**src/rtl/bgc_pkg.sv**
```systemverilog
package bgc_pkg;
  localparam int unsigned DIGIT_W = 4;
  typedef logic [DIGIT_W-1:0] bcd_t;
  localparam bcd_t BCD_TOP = 4'd9;
endpackage

```
**src/rtl/bgc_gate_sync.sv**
```systemverilog
module bgc_gate_sync #(
  parameter int unsigned STAGES = 2
) (
  input  logic clk,
  input  logic clr,
  input  logic gate_async,
  output logic gate_en
);
  logic [STAGES-1:0] sync_q;

  always_ff @(posedge clk) begin
    if (clr) sync_q <= '0;
    else     sync_q <= {sync_q[STAGES-2:0], gate_async};
  end

  assign gate_en = sync_q[STAGES-1];


  clr_sync_chk: assert property (@(posedge clk) clr |=> !gate_en);
endmodule

```
**src/rtl/bgc_decade.sv**
```systemverilog
module bgc_decade
  import bgc_pkg::*;
(
  input  logic clk,
  input  logic clr,
  input  logic cnt_en,
  output bcd_t digit,
  output bcd_t digit_nxt,
  output logic carry
);
  logic at_top;

  assign at_top = (digit == BCD_TOP);
  assign carry  = cnt_en && at_top;

  always_comb begin
    digit_nxt = digit;
    if (cnt_en) digit_nxt = at_top ? '0 : digit + 1'b1;
  end

  always_ff @(posedge clk) begin
    if (clr) digit <= '0;
    else     digit <= digit_nxt;
  end


  digit_range_chk: assert property (@(posedge clk) disable iff (clr) digit <= BCD_TOP);

  digit_wrap_chk: assert property (@(posedge clk) disable iff (clr)
    (cnt_en && digit == BCD_TOP) |=> digit == '0);

  digit_hold_chk: assert property (@(posedge clk) disable iff (clr)
    !cnt_en |=> $stable(digit));
endmodule

```
**src/rtl/bgc_store_readout.sv**
```systemverilog
module bgc_store_readout
  import bgc_pkg::*;
#(
  parameter int unsigned NUM_DECADES = 7,
  parameter int unsigned SLOT_W      = 3
) (
  input  logic                                clk,
  input  logic                                capture,
  input  logic [NUM_DECADES-1:0][DIGIT_W-1:0] cap_digits,
  input  logic [SLOT_W-1:0]                   slot,
  output bcd_t                                digit_out,
  output logic                                digit_valid
);
  localparam int unsigned SEL_W = SLOT_W + 1;

  logic [NUM_DECADES-1:0][DIGIT_W-1:0] held;
  bcd_t rd_digit;
  logic rd_valid;

  always_ff @(posedge clk) begin
    if (capture) held <= cap_digits;
  end

  always_comb begin
    rd_digit = '0;
    for (int i = 0; i < NUM_DECADES; i++) begin
      if (slot == SLOT_W'(i)) rd_digit = held[i];
    end
    rd_valid = ({1'b0, slot} < SEL_W'(NUM_DECADES));
  end

  always_ff @(posedge clk) begin
    digit_out   <= rd_valid ? rd_digit : '0;
    digit_valid <= rd_valid;
  end


  load_chk: assert property (@(posedge clk) capture |=> held == $past(cap_digits));

  bad_slot_chk: assert property (@(posedge clk)
    ({1'b0, slot} >= SEL_W'(NUM_DECADES)) |=> (!digit_valid && digit_out == '0));

  good_slot_chk: assert property (@(posedge clk)
    ({1'b0, slot} < SEL_W'(NUM_DECADES)) |=> digit_valid);
endmodule

```
**src/rtl/bcd_gated_counter.sv**
```systemverilog
module bcd_gated_counter
  import bgc_pkg::*;
#(
  parameter int unsigned NUM_DECADES = 7,
  parameter int unsigned SLOT_W      = 3,
  parameter int unsigned SYNC_STAGES = 2
) (
  input  logic              clk,
  input  logic              rst,
  input  logic              rst_n,
  input  logic              gate,
  input  logic              display,
  input  logic [SLOT_W-1:0] slot,
  output logic [3:0]        digit_out,
  output logic              digit_valid,
  output logic              overflow
);
  logic clr;
  logic gate_en;
  logic [NUM_DECADES:0] en_chain;
  logic [NUM_DECADES-1:0][DIGIT_W-1:0] live_d;
  logic [NUM_DECADES-1:0][DIGIT_W-1:0] next_d;

  assign clr = rst | ~rst_n;

  bgc_gate_sync #(.STAGES(SYNC_STAGES)) u_sync (
    .clk        (clk),
    .clr        (clr),
    .gate_async (gate),
    .gate_en    (gate_en)
  );

  assign en_chain[0] = gate_en;

  for (genvar g = 0; g < NUM_DECADES; g++) begin : g_dec
    bgc_decade u_dec (
      .clk       (clk),
      .clr       (clr),
      .cnt_en    (en_chain[g]),
      .digit     (live_d[g]),
      .digit_nxt (next_d[g]),
      .carry     (en_chain[g+1])
    );
  end

  always_ff @(posedge clk) begin
    if (clr)                        overflow <= 1'b0;
    else if (en_chain[NUM_DECADES]) overflow <= 1'b1;
  end

  bgc_store_readout #(.NUM_DECADES(NUM_DECADES), .SLOT_W(SLOT_W)) u_store (
    .clk         (clk),
    .capture     (display),
    .cap_digits  (next_d),
    .slot        (slot),
    .digit_out   (digit_out),
    .digit_valid (digit_valid)
  );


  ovf_sticky_chk: assert property (@(posedge clk) disable iff (clr) overflow |=> overflow);

  ovf_set_chk: assert property (@(posedge clk) disable iff (clr)
    en_chain[NUM_DECADES] |=> overflow);

  ovf_clr_chk: assert property (@(posedge clk) clr |=> !overflow);

  units_gate_chk: assert property (@(posedge clk) disable iff (clr)
    gate_en |=> live_d[0] != $past(live_d[0]));
endmodule

```
**config.mk**
```make
export PLATFORM = sky130hd
export DESIGN_NAME = bcd_gated_counter
export DESIGN_NICKNAME = d
export VERILOG_FILES = /design/src/rtl/bgc_pkg.sv /design/src/rtl/bgc_gate_sync.sv /design/src/rtl/bgc_decade.sv /design/src/rtl/bgc_store_readout.sv /design/src/rtl/bcd_gated_counter.sv
export SDC_FILE = /design/constraint.sdc
export NUM_CORES = 1
export LEC_CHECK = 0
export CAP_MARGIN = 20
export CORE_MARGIN = 4
export CORE_UTILIZATION = 50
export CTS_BUF_LIST = sky130_fd_sc_hd__clkbuf_8
export DETAILED_ROUTE_END_ITERATION = 7
export PLACE_DENSITY_LB_ADDON = 0.08
export SETUP_SLACK_MARGIN = 0.2
export SLEW_MARGIN = 20
export SYNTH_ARGS = -nofsm -noshare
export SYNTH_HDL_FRONTEND = slang
export SYNTH_SLANG_ARGS = --single-unit
export TNS_END_PERCENT = 100
```
**constraint.sdc**
```tcl
create_clock -name clk -period 3.09 [get_ports clk]
set_input_delay 0.927 -clock clk [delete_from_list [all_inputs] [get_ports clk]]
set_output_delay 0.927 -clock clk [all_outputs]
set_load 0.03 [all_outputs]
```
Yosys cells after proc, flatten, opt, wreduce, memory -nomap -nowiden
Index checks and enable logic that the tools add are counted.
- bits in latches: 0
- bits of input ports: 8
- logic and storage cells: 70
- bits in registers: 64
- RAM bits: 0
- memories: 0
- output and inout port bits: 6
- ROM bits: 0
- shift operators: 0
- equality and inequality tests: 13
- multiplexer cells: 21
- $add $sub $neg: 7
- divide/modulo/power cells: 0
- reductions and logical operators: 8
- multipliers: 0
- order comparisons: 1
- bitwise operators: 2
- operators by type and width (cell ; number):
    two-way mux 4 bit ; 21
    adder 4 x 1 -> 4 bit (second input constant) ; 7
    == test 4 bit (second input constant) ; 7
    == test 3 bit (second input constant) ; 3
    logical AND 1 bit ; 7
    == test 3 x 2 -> 1 bit (second input constant) ; 2
    == test 3 x 1 -> 1 bit (second input constant) ; 1
    zero test 3 bit ; 1
    < comparator 3 bit (second input constant) ; 1
    inverter 1 bit ; 1
    OR 1 bit ; 1

Longest topological paths before layout
Gate-level depths: netlist (run 1).
- word-level depth: 8
- mapped depth: 7
- depth with buffers taken out: 4

Hierarchy
From an unflattened synthesis (run 1), not the netlist that was laid out.
- cell total of the unflattened synthesis: 229
- area total of the unflattened synthesis: 2705.1 um2
- modules (own cells, without submodules) (module ; times used ; sequential area each (um2) ; cells an instance ; area an instance (um2)):
    bgc_decade ; 7 ; 80.1 ; 22 ; 198.9
    bgc_store_readout ; 1 ; 940.9 ; 67 ; 1216.2
    bgc_gate_sync ; 1 ; 40.0 ; 4 ; 52.6
    bcd_gated_counter ; 1 ; 20.0 ; 4 ; 43.8

Worst setup path before layout (run 1)
OpenSTA, ideal clock, no wires.
- kind: input-to-reg
- start: input port slot[2]
- end: register u_store.digit_out[0]
- slack: 1011 ps
- library setup time: 131 ps
- cell stages on the path: 5
- arrival time: 1948 ps
- buffers on the path: 2
- required time: 2959 ps
- cells stage by stage: clkbuf_1 > clkbuf_1 > mux4_2 > nor2_1 > a21oi_1
- word-level cells in the longest chain between the ends: 8
- elaborated cells on any way between the ends: 15
- those cells by class: 1 x order compare; 6 x eq/ne; 7 x mux; 1 x reduce/logical
- ends and longest elaborated chain (element ; line ; source):
    start, declared ; bcd_gated_counter.sv:13 ; input logic [SLOT_W-1:0] slot,
    zero test 3 bit ; bgc_store_readout.sv:27 ; if (slot == SLOT_W'(i)) rd_digit = held[i];
    two-way mux 4 bit (7 in a row) ; bgc_store_readout.sv:27 ;
    end signal, assigned ; bgc_store_readout.sv:33 ; digit_out <= rd_valid ? rd_digit : '0;
    end, declared ; bgc_store_readout.sv:11 ; output bcd_t digit_out,
Several ways; a longest one is shown, not always the timed one.
A chain may end at the register's enable or synchronous reset.

Final worst setup path (run 1)
- start: register overflow
- end: output port overflow
- RTL lines (element ; line ; source):
    start, declared ; bcd_gated_counter.sv:16 ; output logic overflow
    start signal, assigned ; bcd_gated_counter.sv:47 ; if (clr) overflow <= 1'b0;
    start signal, assigned ; bcd_gated_counter.sv:48 ; else if (en_chain[NUM_DECADES]) overflow <= 1'b1;
No word-level cell between the ends.

==> results.py, run 1 <==
metrics = {
    "sta": {
        "fin_ws_ps": 839,
        "slew_headroom": 0.587,
        "clock-skew-final_ps": 8.88,
        "rsz0062_at_grt": "false",
        "period_share": 0.728,
        "drv_slew": 0,
        "finalHoldViolCount": 0,
        "hold_slack_ps": 425,
        "tns_ps": 0,
        "setup_violations": 0,
        "worst_slew_pin_slew_ps": 617,
        "fmaxAchievable_ghz": 0.444,
        "period_needed_ps": 2250,
    },
    "min_path": {
        "whs_path_depth": 1,
        "hold_class": "flip-flop to flip-flop",
        "worstHoldStart": "u_sync.sync_q[0]",
    },
    "yosys": {
        "async_flop_share": 0,
        "yosysSeqAreaShare": 0.526,
        "synth_nets": 291,
        "synth_area_um2": 2970,
        "synthesis.yosys.warnings": 0,
        "synth_area_leader_cell": "edfxtp_1",
        "synthCells": 283,
        "synth_xor_area_frac": 0.0325,
        "synth_adder_area_share": 0,
        "synth_edf_count": 28,
        "ys_types": 51,
        "synthSimpleGateAreaFrac": 0.265,
        "synth_top_area_frac": 0.283,
        "yosysMostFrequentCell": "dfxtp_1",
        "syn_avg_cell_area_um2": 10.5,
        "yosys-top-cells-area": "edfxtp_1 (28%), dfxtp_1 (24%), nand2_1 (3.7%)",
        "synth_mux_area_frac": 0.0358,
        "synth_compound_area_frac": 0.117,
        "synth-main-ff-cell": "dfxtp_1",
        "synth_top_family_by_area": "simple AND/OR/NAND/NOR gates",
        "synth_common_cells": "dfxtp_1 (36), nand2_1 (29), edfxtp_1 (28)",
        "ys_ff_latch": 64,
    },
    "worst_setup_path": {
        "reg2reg_depth": 4,
        "cp-startpoint": "overflow",
        "cp_data_arrival_time_ps": 1320,
        "r2r_end": "u_store.held[19]",
        "cp-endpoint": "overflow",
        "crit_family": "buffers and inverters",
        "critPathSlowestCell": "clkdlybuf4s50_1",
        "slowest_delay_ps": 670,
        "start_kind": "flip-flop",
        "crit_path_max_fanout": 2,
        "worstSetupEndpointType": "output pin",
        "criticalPathCategory": "flip-flop to output pin",
        "rr_startpoint": "g_dec[0].u_dec.digit[3]",
        "cp_num_cells": 1,
        "rrSetupSlack_ps": 940,
        "path_cells": "clkdlybuf4s50_1",
        "crit_buf_inv": 1,
        "required_ps": 2160,
    },
    "cells_and_area": {
        "drive_above_1_share": 0.0885,
        "nets": 308,
        "syn2layout_area_growth_pct": 12.7,
        "fin_cells": 377,
        "n_antenna_cell": 0,
    },
    "power_and_ir_drop": {
        "cellPowerDensity_nw_per_um2": 480,
        "combPwrFrac": 0.051,
        "p_sw_frac": 0.217,
        "cellInternalPower_w": 0.00126,
        "pwr-share-clk": 0.384,
        "p_leak_nw": 1.28,
        "p_switching_w": 0.000347,
        "power_frac_seq": 0.565,
        "ir_worst_vdd_uv": 267,
    },
    "cts": {
        "clk_latency_ps": 340,
        "postCtsResizedCells": 0,
        "cts_made_buffers": 9,
        "cts_tree": "built",
        "post_cts_buffers": 0,
        "htreeDepth": 3,
        "cts-root-buf": "clkbuf_8",
        "ctsHoldBuffers": 0,
        "cts_sinks": 64,
        "path_clk_slew_ps": 60,
        "cts_buffer_depth": 2,
    },
    "global_route": {
        "antenna_found_initial": 0,
        "grt_pass1_wl_um": 9320,
        "grt_pass1_vias": 1907,
        "grt_max_degree": 29,
        "grt_usage": 0.167,
        "grt_overflow": 0,
    },
    "floorplan": {
        "fp.dieArea_um2": 7230,
        "die_w_um": 85.0,
        "start_util": 0.526,
        "fp.coreArea_um2": 5640,
        "die_h_um": 85.0,
        "io_pins": 14,
        "rows": 27,
    },
    "route": {
        "drt_iter0_markers": 115,
        "first_pass_iters": 4,
        "routed_wl_um": 5650,
        "via_count": 2129,
        "drc": 0,
        "wire_per_inst_um": 15.0,
        "ant_nets": 0,
        "via_per_inst": 5.65,
    },
    "run": {
        "max_cap_viol_count": 0,
    },
    "outcome": {
        "outcome": "complete, no violations",
    },
    "placement": {
        "gp_congestion": 0.770,
        "dp_slack_ps": 559,
        "dp.cells": 361,
        "portBuffers": 13,
        "hpwl_um": 3960,
    },
}
-- layout make-up --
class / count / area, µm²
clock buffer: 11 / 151
clock inverter: 5 / 18.8
fill: 485 / 2300
inverter: 3 / 11.3
multi-input combinational: 203 / 1340
sequential: 64 / 1560
tap: 72 / 90.1
timing repair buffer: 19 / 175
-- cells by family (layout without fill, tap and decap cells) --
group	after synthesis	after routing
compound gates	58	58
xor+xnor	11	11
buf+inv	16	38
flops	64	64
mux	8	8
simple gates	126	126
-- cell usage in the layout, fill, tap and decap left out, drive strengths merged, types with 2 or more instances in the layout --
cell type	n
nor3b	8
nand4	6
nor2	8
mux4	2
edfxtp	28
a31oi	3
xor2	6
and4bb	3
or3	3
nand2	29
and2	12
o31ai	8
nor3	2
clkbuf	11
or4	8
clkdlybuf4s50	13
buf	6
nor4	2
or3b	2
xnor2	5
inv	7
nor2b	11
dfxtp	36
mux2i	5
nand2b	8
nand3	15
o21ai	20
a21oi	20
-- worst reg2reg max path, delay by kind of cell, from the launching register on --
family             cells  cell delay (ps)
and+or+nand+nor        3              940
AOI/OAI and AO/OA      1              530
DFF                    1              400
-- power groups by stage --
stage                      logic, W  clock network (W)  registers, W
after global routing      0.0000902           0.000668      0.000907
final                     0.0000825           0.000615      0.000906
after global placement    0.0000826                  0      0.000925
after floorplan           0.0000339                  0      0.000934
after CTS                 0.0000839           0.000629      0.000907
after detailed placement  0.0000836                  0      0.000925
-- stage by stage --
step / total power (W) / util / cell area, µm²
6_report: 0.00160 / 0.593 / 3340
3_3_place_gp: 0.00101 / 0.562 / 3170
2_1_floorplan: 0.000968 / - / 2970
5_1_grt: 0.00167 / 0.593 / 3340
4_1_cts: 0.00162 / 0.593 / 3340
3_5_place_dp: 0.00101 / 0.562 / 3170
-- routing by layer --
metal,global-route usage,wire [µm],vias to the layer above
met4,0.0777,103,0
met2,0.234,2390,52
met5,0,0,-
met1,0.239,2830,980
li1,-,-,1086
met3,0.0427,319,11
-- worst min-delay path by stage --
stage	end	slack (ps)
after global routing	u_sync.sync_q[1]	440
final	u_sync.sync_q[1]	420
after CTS	u_sync.sync_q[1]	430
after floorplan	u_sync.sync_q[1]	410
after global placement	u_sync.sync_q[1]	410
after detailed placement	u_sync.sync_q[1]	410
-- flip-flops by register name, indices dropped and copies added (netlist names) --
name,cells
overflow,1
g_dec.u_dec.digit,28
u_store.held,28
u_store.digit_out,4
u_store.digit_valid,1
u_sync.sync_q,2
Power figures use the tool's default switching activity.
==> run 2, diff against run 1 <==
Clock period 3.09 ns to 2.4 ns, I/O delays scaled along.
==> results.py, run 2 (same netlist as run 1, synthesis figures left out) <==
metrics = {
    "run": {
        "max_cap_viol_count": 0,
    },
    "sta": {
        "finalHoldViolCount": 0,
        "clock-skew-final_ps": 11.2,
        "drv_slew": 0,
        "tns_ps": 0,
        "rsz0062_at_grt": "false",
        "fmaxAchievable_ghz": 0.488,
        "worst_slew_pin_slew_ps": 470,
        "period_share": 0.854,
        "period_needed_ps": 2050,
        "slew_headroom": 0.686,
        "setup_violations": 0,
    },
    "cts": {
        "cts_buffer_depth": 2,
        "clk_latency_ps": 340,
        "post_cts_buffers": 0,
        "cts_sinks": 64,
        "cts-root-buf": "clkbuf_8",
        "htreeDepth": 3,
        "cts_made_buffers": 9,
        "postCtsResizedCells": 0,
        "path_clk_slew_ps": 70,
        "cts_tree": "built",
        "ctsHoldBuffers": 0,
    },
    "route": {
        "via_count": 2118,
        "drt_iter0_markers": 113,
        "wl_met1_um": 3000,
        "drc": 0,
        "ant_nets": 0,
        "via_per_inst": 5.52,
        "wl_met3_um": 236,
        "first_pass_iters": 4,
        "routed_wl_um": 5870,
        "wire_per_inst_um": 15.3,
        "top_layer": "met4",
        "route.met2.wl_um": 2510,
    },
    "floorplan": {
        "start_util": 0.526,
        "fp.dieArea_um2": 7230,
        "io_pins": 14,
        "fp.coreArea_um2": 5640,
        "die_h_um": 85.0,
        "rows": 27,
        "die_w_um": 85.0,
    },
    "worst_setup_path": {
        "worstSetupEndpointType": "output pin",
        "path_cells": "clkdlybuf4s50_1",
        "required_ps": 1680,
        "slowest_delay_ps": 670,
        "crit_path_max_fanout": 2,
        "r2r_end": "g_dec[5].u_dec.digit[3]",
        "rrSetupSlack_ps": 460,
        "start_kind": "flip-flop",
        "crit_buf_inv": 1,
        "criticalPathCategory": "flip-flop to output pin",
        "critPathSlowestCell": "clkdlybuf4s50_1",
        "reg2reg_depth": 5,
        "crit_family": "buffers and inverters",
        "cp_data_arrival_time_ps": 1330,
        "rr_startpoint": "g_dec[0].u_dec.digit[3]",
    },
    "global_route": {
        "antenna_found_initial": 0,
        "grt_usage": 0.172,
        "grt_pass1_vias": 1976,
        "grt_pass1_wl_um": 9580,
        "grt_max_degree": 29,
        "grt_overflow": 0,
    },
    "cells_and_area": {
        "drive_above_1_share": 0.119,
        "final_common_cell": "dfxtp_1",
        "nets": 315,
        "n_antenna_cell": 0,
        "multiInputGateArea_um2": 1340,
        "layout_common_cells": "dfxtp_1 (36), nand2_1 (29), edfxtp_1 (28), a21oi_1 (18), nand3_1 (15)",
        "syn2layout_area_growth_pct": 14.7,
        "regArea_um2": 1560,
        "fillerInstances": 478,
        "reg_top3": "g_dec.u_dec.digit (28), u_store.held (28), u_store.digit_out (4)",
    },
    "outcome": {
        "outcome": "complete, no violations",
    },
    "placement": {
        "portBuffers": 13,
        "hpwl_um": 4170,
        "gp_congestion": 0.738,
    },
    "min_path": {
        "hold_class": "flip-flop to flip-flop",
        "whs_path_depth": 1,
        "min_to": "u_sync.sync_q[1]",
        "worstHoldStart": "u_sync.sync_q[0]",
    },
    "power_and_ir_drop": {
        "power_w": 0.00210,
        "p_leak_nw": 1.31,
        "ir_worst_vdd_uv": 429,
        "cellPowerDensity_nw_per_um2": 617,
    },
}
[run 2: cell count changes in the layout (fill, tap and decap cells not counted)]
cell	before	now
inv_1	7	5
buf_4	6	13
clkinv_1	1	0
clkinv_2	0	2
clkinvlp_4	0	1
[run 2: worst max path at each step]
stage,slack [ps],from,end,cells past startpoint
after global routing,300,overflow,overflow,1
after floorplan,530,slot[2],u_store.digit_out[0],5
after global placement,110,slot[1],u_store.digit_out[2],4
after CTS,330,overflow,overflow,1
after detailed placement,90,slot[1],u_store.digit_out[2],4
final,350,overflow,overflow,1
[run 2: worst reg2reg max path, cell delays in order (launching register included)]
cell and delay (ps):
dfxtp_1 400, nor3b_4 300, nand4_4 200, buf_4 240
or4_1 540, a31oi_1 180
[run 2: per-layer routing]
metal,vias to the layer above,track usage
li1,1099,-
met1,977,0.246
met2,33,0.244
met3,9,0.0350
met4,0,0.0921
met5,-,0
[run 2: final cells by class]
cell class,count,area share
sequential,64,0.459
multi-input combinational,203,0.392
timing repair buffer,26,0.0669
clock buffer,11,0.0445
tap,72,0.0265
clock inverter,5,0.00736
inverter,3,0.00331
[run 2: stage by stage]
stage | hold slack [ps] | setup slack, ps | area [µm²] | cells | util
after floorplan | 406 | 528 | 2970 | 283 | -
after global placement | 409 | 110 | 3230 | 368 | 0.572
after detailed placement | 411 | 90.2 | 3230 | 368 | 0.572
after CTS | 426 | 329 | 3400 | 384 | 0.603
after global routing | 454 | 297 | 3400 | 384 | 0.603
final | 425 | 351 | 3400 | 384 | 0.603
[run 2: power by group]
| group | switching (W) | total [W] | internal, W |
|---|---|---|---|
| clock | 0.000401 | 0.000820 | 0.000420 |
| combinational | 0.0000614 | 0.000111 | 0.0000498 |
| sequential | 0.00000905 | 0.00117 | 0.00116 |
